`src/rtl/eye_irq_pkg.sv`:
```
package eye_irq_pkg;

    // Register addresses; limits follow at LIM_BASE + 2*channel (+1 for vertical)
    localparam int ADDR_EN      = 0;
    localparam int ADDR_CAUSE_H = 1;
    localparam int ADDR_CAUSE_V = 2;
    localparam int LIM_BASE     = 4;

    typedef enum logic {
        IRQ_QUIET  = 1'b0,
        IRQ_RAISED = 1'b1
    } irq_state_t;

endpackage

```
`src/rtl/eye_lim_regs.sv`:
```
module eye_lim_regs
    import eye_irq_pkg::*;
#(
    parameter int NCH = 4,
    parameter int DW  = 8,
    parameter int AW  = 4
) (
    input  logic              clk,
    input  logic              rst_n,
    input  logic              reg_we,
    input  logic [AW-1:0]     reg_addr,
    input  logic [DW-1:0]     reg_wdata,
    input  logic [NCH-1:0]    cause_h,
    input  logic [NCH-1:0]    cause_v,
    output logic [DW-1:0]     reg_rdata,
    output logic [NCH-1:0]    en,
    output logic [NCH*DW-1:0] lim_h,
    output logic [NCH*DW-1:0] lim_v,
    output logic [NCH-1:0]    clr_h,
    output logic [NCH-1:0]    clr_v
);

    logic [NCH-1:0] en_q;
    logic           wr_en_reg;
    logic           wr_cause_h;
    logic           wr_cause_v;

    assign wr_en_reg  = reg_we && (reg_addr == AW'(ADDR_EN));
    assign wr_cause_h = reg_we && (reg_addr == AW'(ADDR_CAUSE_H));
    assign wr_cause_v = reg_we && (reg_addr == AW'(ADDR_CAUSE_V));

    always_ff @(posedge clk or negedge rst_n) begin
        if (!rst_n) begin
            en_q <= '0;
        end else if (wr_en_reg) begin
            en_q <= reg_wdata[NCH-1:0];
        end
    end

    assign en    = en_q;
    assign clr_h = wr_cause_h ? reg_wdata[NCH-1:0] : '0;
    assign clr_v = wr_cause_v ? reg_wdata[NCH-1:0] : '0;

    logic [DW-1:0] lh_q [NCH];
    logic [DW-1:0] lv_q [NCH];

    for (genvar c = 0; c < NCH; c++) begin : g_lim
        localparam int AH = LIM_BASE + 2 * c;
        localparam int AV = LIM_BASE + 2 * c + 1;

        always_ff @(posedge clk or negedge rst_n) begin
            if (!rst_n) begin
                lh_q[c] <= '0;
                lv_q[c] <= '0;
            end else if (reg_we) begin
                if (reg_addr == AW'(AH)) lh_q[c] <= reg_wdata;
                if (reg_addr == AW'(AV)) lv_q[c] <= reg_wdata;
            end
        end

        assign lim_h[c*DW +: DW] = lh_q[c];
        assign lim_v[c*DW +: DW] = lv_q[c];
    end

    always_comb begin
        reg_rdata = '0;
        if (reg_addr == AW'(ADDR_EN))      reg_rdata = DW'(en_q);
        if (reg_addr == AW'(ADDR_CAUSE_H)) reg_rdata = DW'(cause_h);
        if (reg_addr == AW'(ADDR_CAUSE_V)) reg_rdata = DW'(cause_v);
        for (int c = 0; c < NCH; c++) begin
            if (reg_addr == AW'(LIM_BASE + 2 * c))     reg_rdata = lh_q[c];
            if (reg_addr == AW'(LIM_BASE + 2 * c + 1)) reg_rdata = lv_q[c];
        end
    end

endmodule

```
`src/rtl/eye_chan_mon.sv`:
```
module eye_chan_mon #(
    parameter int DW = 8
) (
    input  logic          clk,
    input  logic          rst_n,
    input  logic          en,
    input  logic          valid,
    input  logic [DW-1:0] val_h,
    input  logic [DW-1:0] val_v,
    input  logic [DW-1:0] lim_h,
    input  logic [DW-1:0] lim_v,
    input  logic          clr_h,
    input  logic          clr_v,
    output logic          ev_h,
    output logic          ev_v,
    output logic          cause_h,
    output logic          cause_v
);

    // Strictly below the limit; equality is not an event
    assign ev_h = en && valid && (val_h < lim_h);
    assign ev_v = en && valid && (val_v < lim_v);

    // Set wins over clear
    always_ff @(posedge clk or negedge rst_n) begin
        if (!rst_n) begin
            cause_h <= 1'b0;
            cause_v <= 1'b0;
        end else begin
            cause_h <= ev_h || (cause_h && !clr_h);
            cause_v <= ev_v || (cause_v && !clr_v);
        end
    end

endmodule

```
`src/rtl/eye_irq_fsm.sv`:
```
module eye_irq_fsm
    import eye_irq_pkg::*;
(
    input  logic clk,
    input  logic rst_n,
    input  logic pending,
    output logic irq_n,
    output logic irq_oe
);

    irq_state_t st_q;
    irq_state_t st_d;

    always_ff @(posedge clk or negedge rst_n) begin
        if (!rst_n) st_q <= IRQ_QUIET;
        else        st_q <= st_d;
    end

    always_comb begin
        st_d = st_q;
        unique case (st_q)
            IRQ_QUIET:  if (pending)  st_d = IRQ_RAISED;
            IRQ_RAISED: if (!pending) st_d = IRQ_QUIET;
        endcase
    end

    always_comb begin
        unique case (st_q)
            IRQ_QUIET: begin
                irq_oe = 1'b0;
                irq_n  = 1'b1;
            end
            IRQ_RAISED: begin
                irq_oe = 1'b1;
                irq_n  = 1'b0;
            end
        endcase
    end

endmodule

```
`src/rtl/eye_irq_ctrl.sv`:
```
module eye_irq_ctrl #(
    parameter int NCH = 4,
    parameter int DW  = 8,
    parameter int AW  = 4
) (
    input  logic              clk,
    input  logic              rst_n,
    input  logic [NCH-1:0]    meas_valid,
    input  logic [NCH*DW-1:0] meas_h,
    input  logic [NCH*DW-1:0] meas_v,
    input  logic              reg_we,
    input  logic [AW-1:0]     reg_addr,
    input  logic [DW-1:0]     reg_wdata,
    output logic [DW-1:0]     reg_rdata,
    output logic              irq_n,
    output logic              irq_oe
);

    logic [NCH-1:0]    en;
    logic [NCH*DW-1:0] lim_h;
    logic [NCH*DW-1:0] lim_v;
    logic [NCH-1:0]    clr_h;
    logic [NCH-1:0]    clr_v;
    logic [NCH-1:0]    ev_h;
    logic [NCH-1:0]    ev_v;
    logic [NCH-1:0]    cause_h;
    logic [NCH-1:0]    cause_v;
    logic              pending;

    eye_lim_regs #(.NCH(NCH), .DW(DW), .AW(AW)) u_regs (
        .clk       (clk),
        .rst_n     (rst_n),
        .reg_we    (reg_we),
        .reg_addr  (reg_addr),
        .reg_wdata (reg_wdata),
        .cause_h   (cause_h),
        .cause_v   (cause_v),
        .reg_rdata (reg_rdata),
        .en        (en),
        .lim_h     (lim_h),
        .lim_v     (lim_v),
        .clr_h     (clr_h),
        .clr_v     (clr_v)
    );

    for (genvar c = 0; c < NCH; c++) begin : g_ch
        eye_chan_mon #(.DW(DW)) u_mon (
            .clk     (clk),
            .rst_n   (rst_n),
            .en      (en[c]),
            .valid   (meas_valid[c]),
            .val_h   (meas_h[c*DW +: DW]),
            .val_v   (meas_v[c*DW +: DW]),
            .lim_h   (lim_h[c*DW +: DW]),
            .lim_v   (lim_v[c*DW +: DW]),
            .clr_h   (clr_h[c]),
            .clr_v   (clr_v[c]),
            .ev_h    (ev_h[c]),
            .ev_v    (ev_v[c]),
            .cause_h (cause_h[c]),
            .cause_v (cause_v[c])
        );
    end

    assign pending = |(en & (cause_h | cause_v));

    eye_irq_fsm u_fsm (
        .clk     (clk),
        .rst_n   (rst_n),
        .pending (pending),
        .irq_n   (irq_n),
        .irq_oe  (irq_oe)
    );

endmodule

```
`config.mk`:
```
export PLATFORM = sky130hd
export DESIGN_NAME = eye_irq_ctrl
export DESIGN_NICKNAME = d
export VERILOG_FILES = /design/src/rtl/eye_irq_pkg.sv /design/src/rtl/eye_lim_regs.sv /design/src/rtl/eye_chan_mon.sv /design/src/rtl/eye_irq_fsm.sv /design/src/rtl/eye_irq_ctrl.sv
export SDC_FILE = /design/constraint.sdc
export NUM_CORES = 1
export LEC_CHECK = 0
export ABC_AREA = 1
export BUFFER_PORTS_ARGS = -buffer_cell sky130_fd_sc_hd__clkbuf_2
export CORE_MARGIN = 4
export CORE_UTILIZATION = 60
export DETAILED_ROUTE_END_ITERATION = 16
export GPL_TIMING_DRIVEN = 0
export PLACE_DENSITY = 0.9
export SLEW_MARGIN = 40
export SYNTH_ARGS = -nofsm -noshare
export SYNTH_HDL_FRONTEND = slang
export SYNTH_HIERARCHICAL = 1
export SYNTH_SLANG_ARGS = --single-unit
```
`constraint.sdc`:
```
create_clock -name clk -period 2.1 [get_ports clk]
set_input_delay 0.315 -clock clk [delete_from_list [all_inputs] [get_ports clk]]
set_output_delay 0.315 -clock clk [all_outputs]
set_load 0.01 [all_outputs]
```
==> load_flow_metrics.sql, run 1 <==
INSERT INTO impl_metrics (metric_group, metric, value, unit) VALUES
('cells_and_area', 'drive_above_1_share', '0.2245', ''),
('cells_and_area', 'fillCellCount', '673', ''),
('timing', 'rsz_0062_raised_after_global_routing', 'no', ''),
('critical_path', 'worstSetupStartpointType', 'primary input', ''),
('timing', 'timing.final.crit_share', '0.9800', ''),
('cts', 'cts_tree', 'yes', ''),
('cts', 'clk_path_buf_depth', '2', ''),
('timing', 'finalMaxSlewViolations', '0', ''),
('cells_and_area', 'fin_nets', '976', ''),
('routing', 'wl_per_cell', '15.41', 'um'),
('placed_design', 'half_perimeter_wire_length_after_placement', '11310', 'um'),
('cells_and_area', 'most_frequent_standard_cell_in_the_layout_excluding_fill_and_tap_cells', 'nand2_1', ''),
('routing', 'detail-route-antenna-nets', '0', ''),
('die', 'core_area', '8763', 'um^2'),
('routing', 'via_count', '5191', ''),
('timing', 'timing_worst_slew_pin_value', '0.8610', 'ns'),
('cells_and_area', 'antenna_cells_inserted', '0', ''),
('pwr', 'leakagePower', '0.003443', 'uW'),
('die', 'fp.dieH', '103', 'um'),
('die', 'die_w', '103', 'um'),
('status', 'status', 'complete, no violations', ''),
('critical_path', 'worstPathMaxFanout', '7', ''),
('critical_path', 'worst_path_largest_cell_delay', '0.23', 'ns'),
('cts', 'cts-buffers-inserted', '9', ''),
('global_routing', 'sum_of_overflow_across_all_layers_after_global_routing', '0', ''),
('timing', 'finalSetupTns', '0', 'ns'),
('critical_path', 'timing.critical_path.max_delay_family', 'simple AND/OR/NAND/NOR gates', ''),
('die', 'starting_utilization_of_the_core_area', '0.6179', ''),
('die', 'placementRows', '34', ''),
('timing', 'timing.max_slew.rel_slack', '0.4260', ''),
('cells_and_area', 'mostFrequentLayoutCells', '242 x nand2_1, 115 x inv_1, 92 x clkbuf_2', ''),
('routing', 'drt_wl_total', '14640', 'um'),
('critical_path', 'crit_chain', 'clkbuf_2 > inv_2 > nand2_2 > inv_1 > nand2_2 > inv_2 > nand2_1 > nand4_1 > a21oi_1 > nand4_1 > clkbuf_2', ''),
('die', 'die_area', '10610', 'um^2'),
('critical_path', 'critical_path_class', 'in2out', ''),
('critical_path', 'slowest_cp_cell', 'a21oi_1', ''),
('routing', 'remaining_drc_errors', '0', ''),
('timing', 'hold_slack', '0.2815', 'ns'),
('timing', 'max_freq', '485.9', 'MHz'),
('timing', 'period_minus_slack', '2.058', 'ns'),
('global_routing', 'largest_net_degree_at_the_start_of_global_routing', '76', ''),
('min_path', 'worstHoldPathType', 'in2reg', ''),
('synthesis', 'synthesis.instances', '731', ''),
('global_routing', 'grt.total_usage', '0.2853', ''),
('synthesis', 'syn-num-nets', '870', ''),
('synthesis', 'post_synth_instance_area', '5415', 'um^2'),
('cts', 'tritoncts_num_sinks', '77', ''),
('routing', 'average_vias_per_placed_instance', '5.464', ''),
('global_routing', 'antenna_violations_before_repair', '0', ''),
('die', 'io_pins', '93', ''),
('cts', 'clock_tree.htree_level_count', '3', ''),
('cts', 'worst_skew_pair.late_latency', '0.34', 'ns'),
('placed_design', 'portBuffers', '92', ''),
('cells_and_area', 'syn2layout_area_growth', '16.91', '%'),
('cts', 'clock_slew_at_reported_path_ffs', '0.08', 'ns'),
('routing', 'drt_iter0_drc', '395', ''),
('placed_design', 'gpl.final_weighted_congestion', '0.9832', ''),
('job', 'maxCapViolations', '0', ''),
('synthesis', 'synth-warning-count', '6', ''),
('timing', 'timing.clock.skew', '0.009978', 'ns'),
('timing', 'finalHoldViolCount', '0', ''),
('pwr', 'vdd_drop_max', '0.0003946', 'V'),
('global_routing', 'first_global_vias', '5017', ''),
('synthesis', 'mean_syn_cell_area', '7.408', 'um^2'),
('global_routing', 'grt_pass1_wl', '23120', 'um'),
('routing', 'dr.pass1.iters', '5', ''),
('critical_path', 'crit_required', '1.78', 'ns'),
('critical_path', 'endpoint_arrival_time_on_the_critical_path', '1.74', 'ns'),
('cts', 'cts-root-buf', 'clkbuf_8', ''),
('timing', 'report.final.setup_viol', '0', ''),
('pwr', 'cellPowerDensity', '792.0', 'nW/um^2'),
('critical_path', 'kind_of_end_point_of_the_critical_path', 'output pin', ''),
('critical_path', 'cp.buffers_inverters', '5', '');
## through the flow
| stage | setup WS [ns] | utilization | std cells | area, um^2 | power [uW] |
|---|---|---|---|---|---|
| detailed placement | 0.07134 | 0.6900 | 932 | 6047 | 3562 |
| global placement | 0.07167 | 0.6859 | 931 | 6011 | 3430 |
| CTS | 0.04714 | 0.7210 | 949 | 6319 | 5023 |
| finish | 0.04210 | 0.7224 | 950 | 6331 | 5014 |
| floorplan | 0.5564 | - | 731 | 5415 | 3042 |
| global route | 0.01197 | 0.7224 | 950 | 6331 | 5351 |
## power breakdown
part	leakage (uW)	internal (uW)	switching, uW
Combinational	0.00237	621	850
Sequential	0.000944	1790	303
Clock	0.000129	905	545
## routing by layer
layer / vias to the layer above / wire (um) / track usage
met5: - / 0 / 0
met4: 0 / 601 / 0.1325
met3: 60 / 1205 / 0.03315
met2: 246 / 6866 / 0.4702
met1: 2376 / 5964 / 0.3766
li1: 2509 / - / -
## final timing paths
kind / start / end / slack (ns) / depth (start not counted)
max in group asynchronous: rst_n / u_regs/lim_v[9] / 1.21 / 3
min in group asynchronous: rst_n / u_regs/lim_h[7] / 0.34 / 2
min: reg_wdata[2] / u_regs/en[2] / 0.28 / 4
min reg2reg: u_regs/lim_h[26] / u_regs/lim_h[26] / 0.53 / 2
max reg2reg: u_regs/lim_h[22] / g_ch[2].u_mon/cause_h / 0.78 / 6
max: reg_addr[3] / reg_rdata[4] / 0.04 / 11
## worst min-delay path, delay by kind of cell
family / cells / cell delay (ns)
and+or+nand+nor: 1 / 0.06
buffers and inverters: 2 / 0.11
AOI/OAI and AO/OA: 1 / 0.11
## sequential cells by signal (all words and copies together) (netlist names)
name / cells
g_ch.u_mon/cause_h: 4
g_ch.u_mon/cause_v: 4
u_fsm/st_q: 1
u_regs/en: 4
u_regs/lim_h: 32
u_regs/lim_v: 32
## final cells by class
type	count	area (um^2)	area share
multi-input combinational	513	2908	0.4593
sequential	77	1927	0.3043
timing repair buffer	95	514.2	0.08123
inverter	125	469.2	0.07411
clock inverter	7	137.6	0.02174
tap	108	135.1	0.02134
clock buffer	9	123.9	0.01957
buffer	16	116.4	0.01838
## what timing repair did
action | CTS | global route
endpoints found under the setup margin | 0 | 5
hold buffers | 1 | 0
hold endpoints to repair | 2 | 0
setup buffers | 0 | 1
resized for setup | 0 | 3
No activity file was read; power rests on OpenSTA's default activity.
==> run 2, diff against run 1 <==
--- a/config.mk
+++ b/config.mk
@@ -12,6 +12,7 @@
 export DETAILED_ROUTE_END_ITERATION = 16
 export GPL_TIMING_DRIVEN = 0
 export PLACE_DENSITY = 0.9
+export REMOVE_ABC_BUFFERS = 1
 export SLEW_MARGIN = 40
 export SYNTH_ARGS = -nofsm -noshare
 export SYNTH_HDL_FRONTEND = slang
==> run 2 against run 1 <==
Against the previous run:
- utilization down 1.4 points
- first-iteration DRC count down 15%
- via count down 2.6%
- register-to-register slack about the same
- cell count down 1.6%
- critical endpoint is now reg_rdata[2]
- largest power group unchanged
- largest cell class unchanged
==> load_flow_metrics.sql, run 2 (synthesis results as in run 1) <==
INSERT INTO impl_metrics (metric_group, metric, value, unit) VALUES
('status', 'status', 'complete, no violations', ''),
('min_path', 'timing.hold.worst.start', 'meas_h[15]', ''),
('timing', 'timing.max_slew.rel_slack', '0.5804', ''),
('global_routing', 'first_global_vias', '4909', ''),
('global_routing', 'largest_net_degree_at_the_start_of_global_routing', '40', ''),
('critical_path', 'slowest_cp_cell', 'nor2_4', ''),
('cells_and_area', 'syn2layout_area_growth', '14.58', '%'),
('pwr', 'cellPowerDensity', '784.0', 'nW/um^2'),
('critical_path', 'cp.buffers_inverters', '4', ''),
('global_routing', 'grt.total_usage', '0.2790', ''),
('cells_and_area', 'drive_above_1_share', '0.2152', ''),
('timing', 'report.final.setup_viol', '0', ''),
('global_routing', 'sum_of_overflow_across_all_layers_after_global_routing', '0', ''),
('critical_path', 'r2r.worst_path.cells', '7', ''),
('timing', 'max_freq', '505.4', 'MHz'),
('cts', 'cts_tree', 'yes', ''),
('pwr', 'leakagePower', '0.003380', 'uW'),
('cells_and_area', 'fin_area', '6205', 'um^2'),
('routing', 'remaining_drc_errors', '0', ''),
('cts', 'worst_skew_pair.late_latency', '0.35', 'ns'),
('timing', 'finalHoldViolCount', '0', ''),
('die', 'fp.dieH', '103', 'um'),
('cts', 'clock_tree.htree_level_count', '3', ''),
('routing', 'via_count', '5058', ''),
('placed_design', 'dpl_cell_area', '5924', 'um^2'),
('min_path', 'worstHoldPathType', 'in2reg', ''),
('timing', 'timing.final.crit_share', '0.9423', ''),
('die', 'starting_utilization_of_the_core_area', '0.6179', ''),
('critical_path', 'timing.rr.end', 'g_ch[3].u_mon/cause_v', ''),
('global_routing', 'antenna_violations_before_repair', '0', ''),
('critical_path', 'flop_to_flop_setup_slack', '0.77', 'ns'),
('critical_path', 'worst_path_largest_cell_delay', '0.25', 'ns'),
('critical_path', 'crit_required', '1.78', 'ns'),
('pwr', 'power', '4865', 'uW'),
('cells_and_area', 'most_frequent_standard_cell_in_the_layout_excluding_fill_and_tap_cells', 'nand2_1', ''),
('routing', 'drt_wl_total', '14450', 'um'),
('critical_path', 'endpoint_arrival_time_on_the_critical_path', '1.66', 'ns'),
('critical_path', 'worstSetupStartpointType', 'primary input', ''),
('die', 'die_area', '10610', 'um^2'),
('cells_and_area', 'fin_nets', '962', ''),
('placed_design', 'dp_worst_setup_slack', '-0.1203', 'ns'),
('pwr', 'vdd_drop_max', '0.0005231', 'V'),
('job', 'maxCapViolations', '0', ''),
('cts', 'tritoncts_num_sinks', '77', ''),
('critical_path', 'kind_of_end_point_of_the_critical_path', 'output pin', ''),
('min_path', 'hold-path-cell-count', '5', ''),
('placed_design', 'half_perimeter_wire_length_after_placement', '11070', 'um'),
('timing', 'period_minus_slack', '1.979', 'ns'),
('placed_design', 'gpl.final_weighted_congestion', '0.9038', ''),
('timing', 'timing_worst_slew_pin_value', '0.6287', 'ns'),
('cts', 'cts-root-buf', 'clkbuf_8', ''),
('routing', 'detail-route-antenna-nets', '0', ''),
('die', 'core_area', '8763', 'um^2'),
('routing', 'dr.pass1.iters', '6', ''),
('critical_path', 'critical_path_class', 'in2out', ''),
('cts', 'clock_slew_at_reported_path_ffs', '0.08', 'ns'),
('routing', 'drt_iter0_drc', '336', ''),
('die', 'placementRows', '34', ''),
('cts', 'cts-buffers-inserted', '9', ''),
('timing', 'finalMaxSlewViolations', '0', ''),
('cells_and_area', 'mostFrequentLayoutCells', '242 x nand2_1, 115 x inv_1, 90 x clkbuf_2', ''),
('timing', 'rsz_0062_raised_after_global_routing', 'no', ''),
('routing', 'wl_per_cell', '15.45', 'um'),
('critical_path', 'worstPathMaxFanout', '11', ''),
('critical_path', 'worst_r2r_startpoint', 'u_regs/lim_v[30]', ''),
('critical_path', 'timing.critical_path.max_delay_family', 'simple AND/OR/NAND/NOR gates', ''),
('min_path', 'worst_hold_path.endpoint', 'g_ch[1].u_mon/cause_h', ''),
('timing', 'final.setup.worst_slack', '0.1213', 'ns'),
('cells_and_area', 'antenna_cells_inserted', '0', ''),
('placed_design', 'portBuffers', '92', ''),
('critical_path', 'crit_chain', 'clkbuf_2 > inv_2 > nor2_1 > inv_2 > nor2_4 > a21oi_1 > nand3_1 > nand2_1 > nand3_1 > clkbuf_2', ''),
('die', 'die_w', '103', 'um'),
('die', 'io_pins', '93', ''),
('timing', 'timing.clock.skew', '0.008822', 'ns'),
('global_routing', 'grt_pass1_wl', '22580', 'um'),
('routing', 'average_vias_per_placed_instance', '5.410', ''),
('cts', 'clk_path_buf_depth', '2', '');
run 2: report_power, final:
| part | switching [uW] | internal (uW) | total, uW | leakage [uW] |
|---|---|---|---|---|
| Sequential | 287 | 1790 | 2080 | 0.000944 |
| Combinational | 861 | 616 | 1480 | 0.00232 |
| Clock | 530 | 780 | 1310 | 0.000116 |
run 2: through the flow:
| step | setup TNS (ns) | utilization | hold WS [ns] | cells |
|---|---|---|---|---|
| after floorplan | 0 | - | 0.01941 | 715 |
| after global placement | -0.2156 | 0.6728 | 0.4894 | 915 |
| after detailed placement | -0.2242 | 0.6760 | 0.2524 | 916 |
| after CTS | 0 | 0.7035 | 0.4218 | 932 |
| after global routing | 0 | 0.7080 | 0.4573 | 935 |
| final | 0 | 0.7080 | 0.4230 | 935 |
run 2: per-layer routing:
layer  vias up  wire length (um)  track usage  share of wire
li1       2478                 -            -              -
met1      2331              5731       0.3418           0.40
met2       212              7199       0.4963           0.50
met3        37              1087      0.04871          0.075
met4         0               427      0.09263          0.030
met5         -                 0            0              0
run 2: final cells by class:
cell class | count | area [um^2]
clock inverters | 5 | 100.1
flip-flops and latches | 77 | 1927
clock buffers | 10 | 127.6
multi-input cells | 513 | 2922
fillers | 711 | 2559
well taps | 108 | 135.1
repair buffers | 97 | 524.3
inverters | 125 | 469.2
run 2: worst max path at each step:
stage                startpoint      endpoint  slack (ns)  cells past startpoint
finish              reg_addr[3]  reg_rdata[2]        0.12                     10
global route        reg_addr[0]  reg_rdata[0]        0.03                     12
CTS                 reg_addr[0]  reg_rdata[2]        0.05                     11
floorplan           reg_addr[3]  reg_rdata[0]        0.50                      9
detailed placement  reg_addr[2]  reg_rdata[2]       -0.12                     11
global placement    reg_addr[2]  reg_rdata[0]       -0.11                     11
run 2: repair_timing:
action / in CTS / in global routing
hold buffers: 1 / 0
hold endpoints to repair: 38 / 0
gates resized for setup: 1 / 5
setup buffers: 0 / 3
setup endpoints to repair: 2 / 3
pin swaps: 0 / 1
run 2: worst register-to-register path: stages, from the launching register on:
cell and delay (ns):
dfrtp_1 0.43, inv_1 0.09, ha_1 0.32, nand2_1 0.09, nor2_1 0.05, nor3b_2 0.16, nand2_1 0.07, nand2_1 0.06
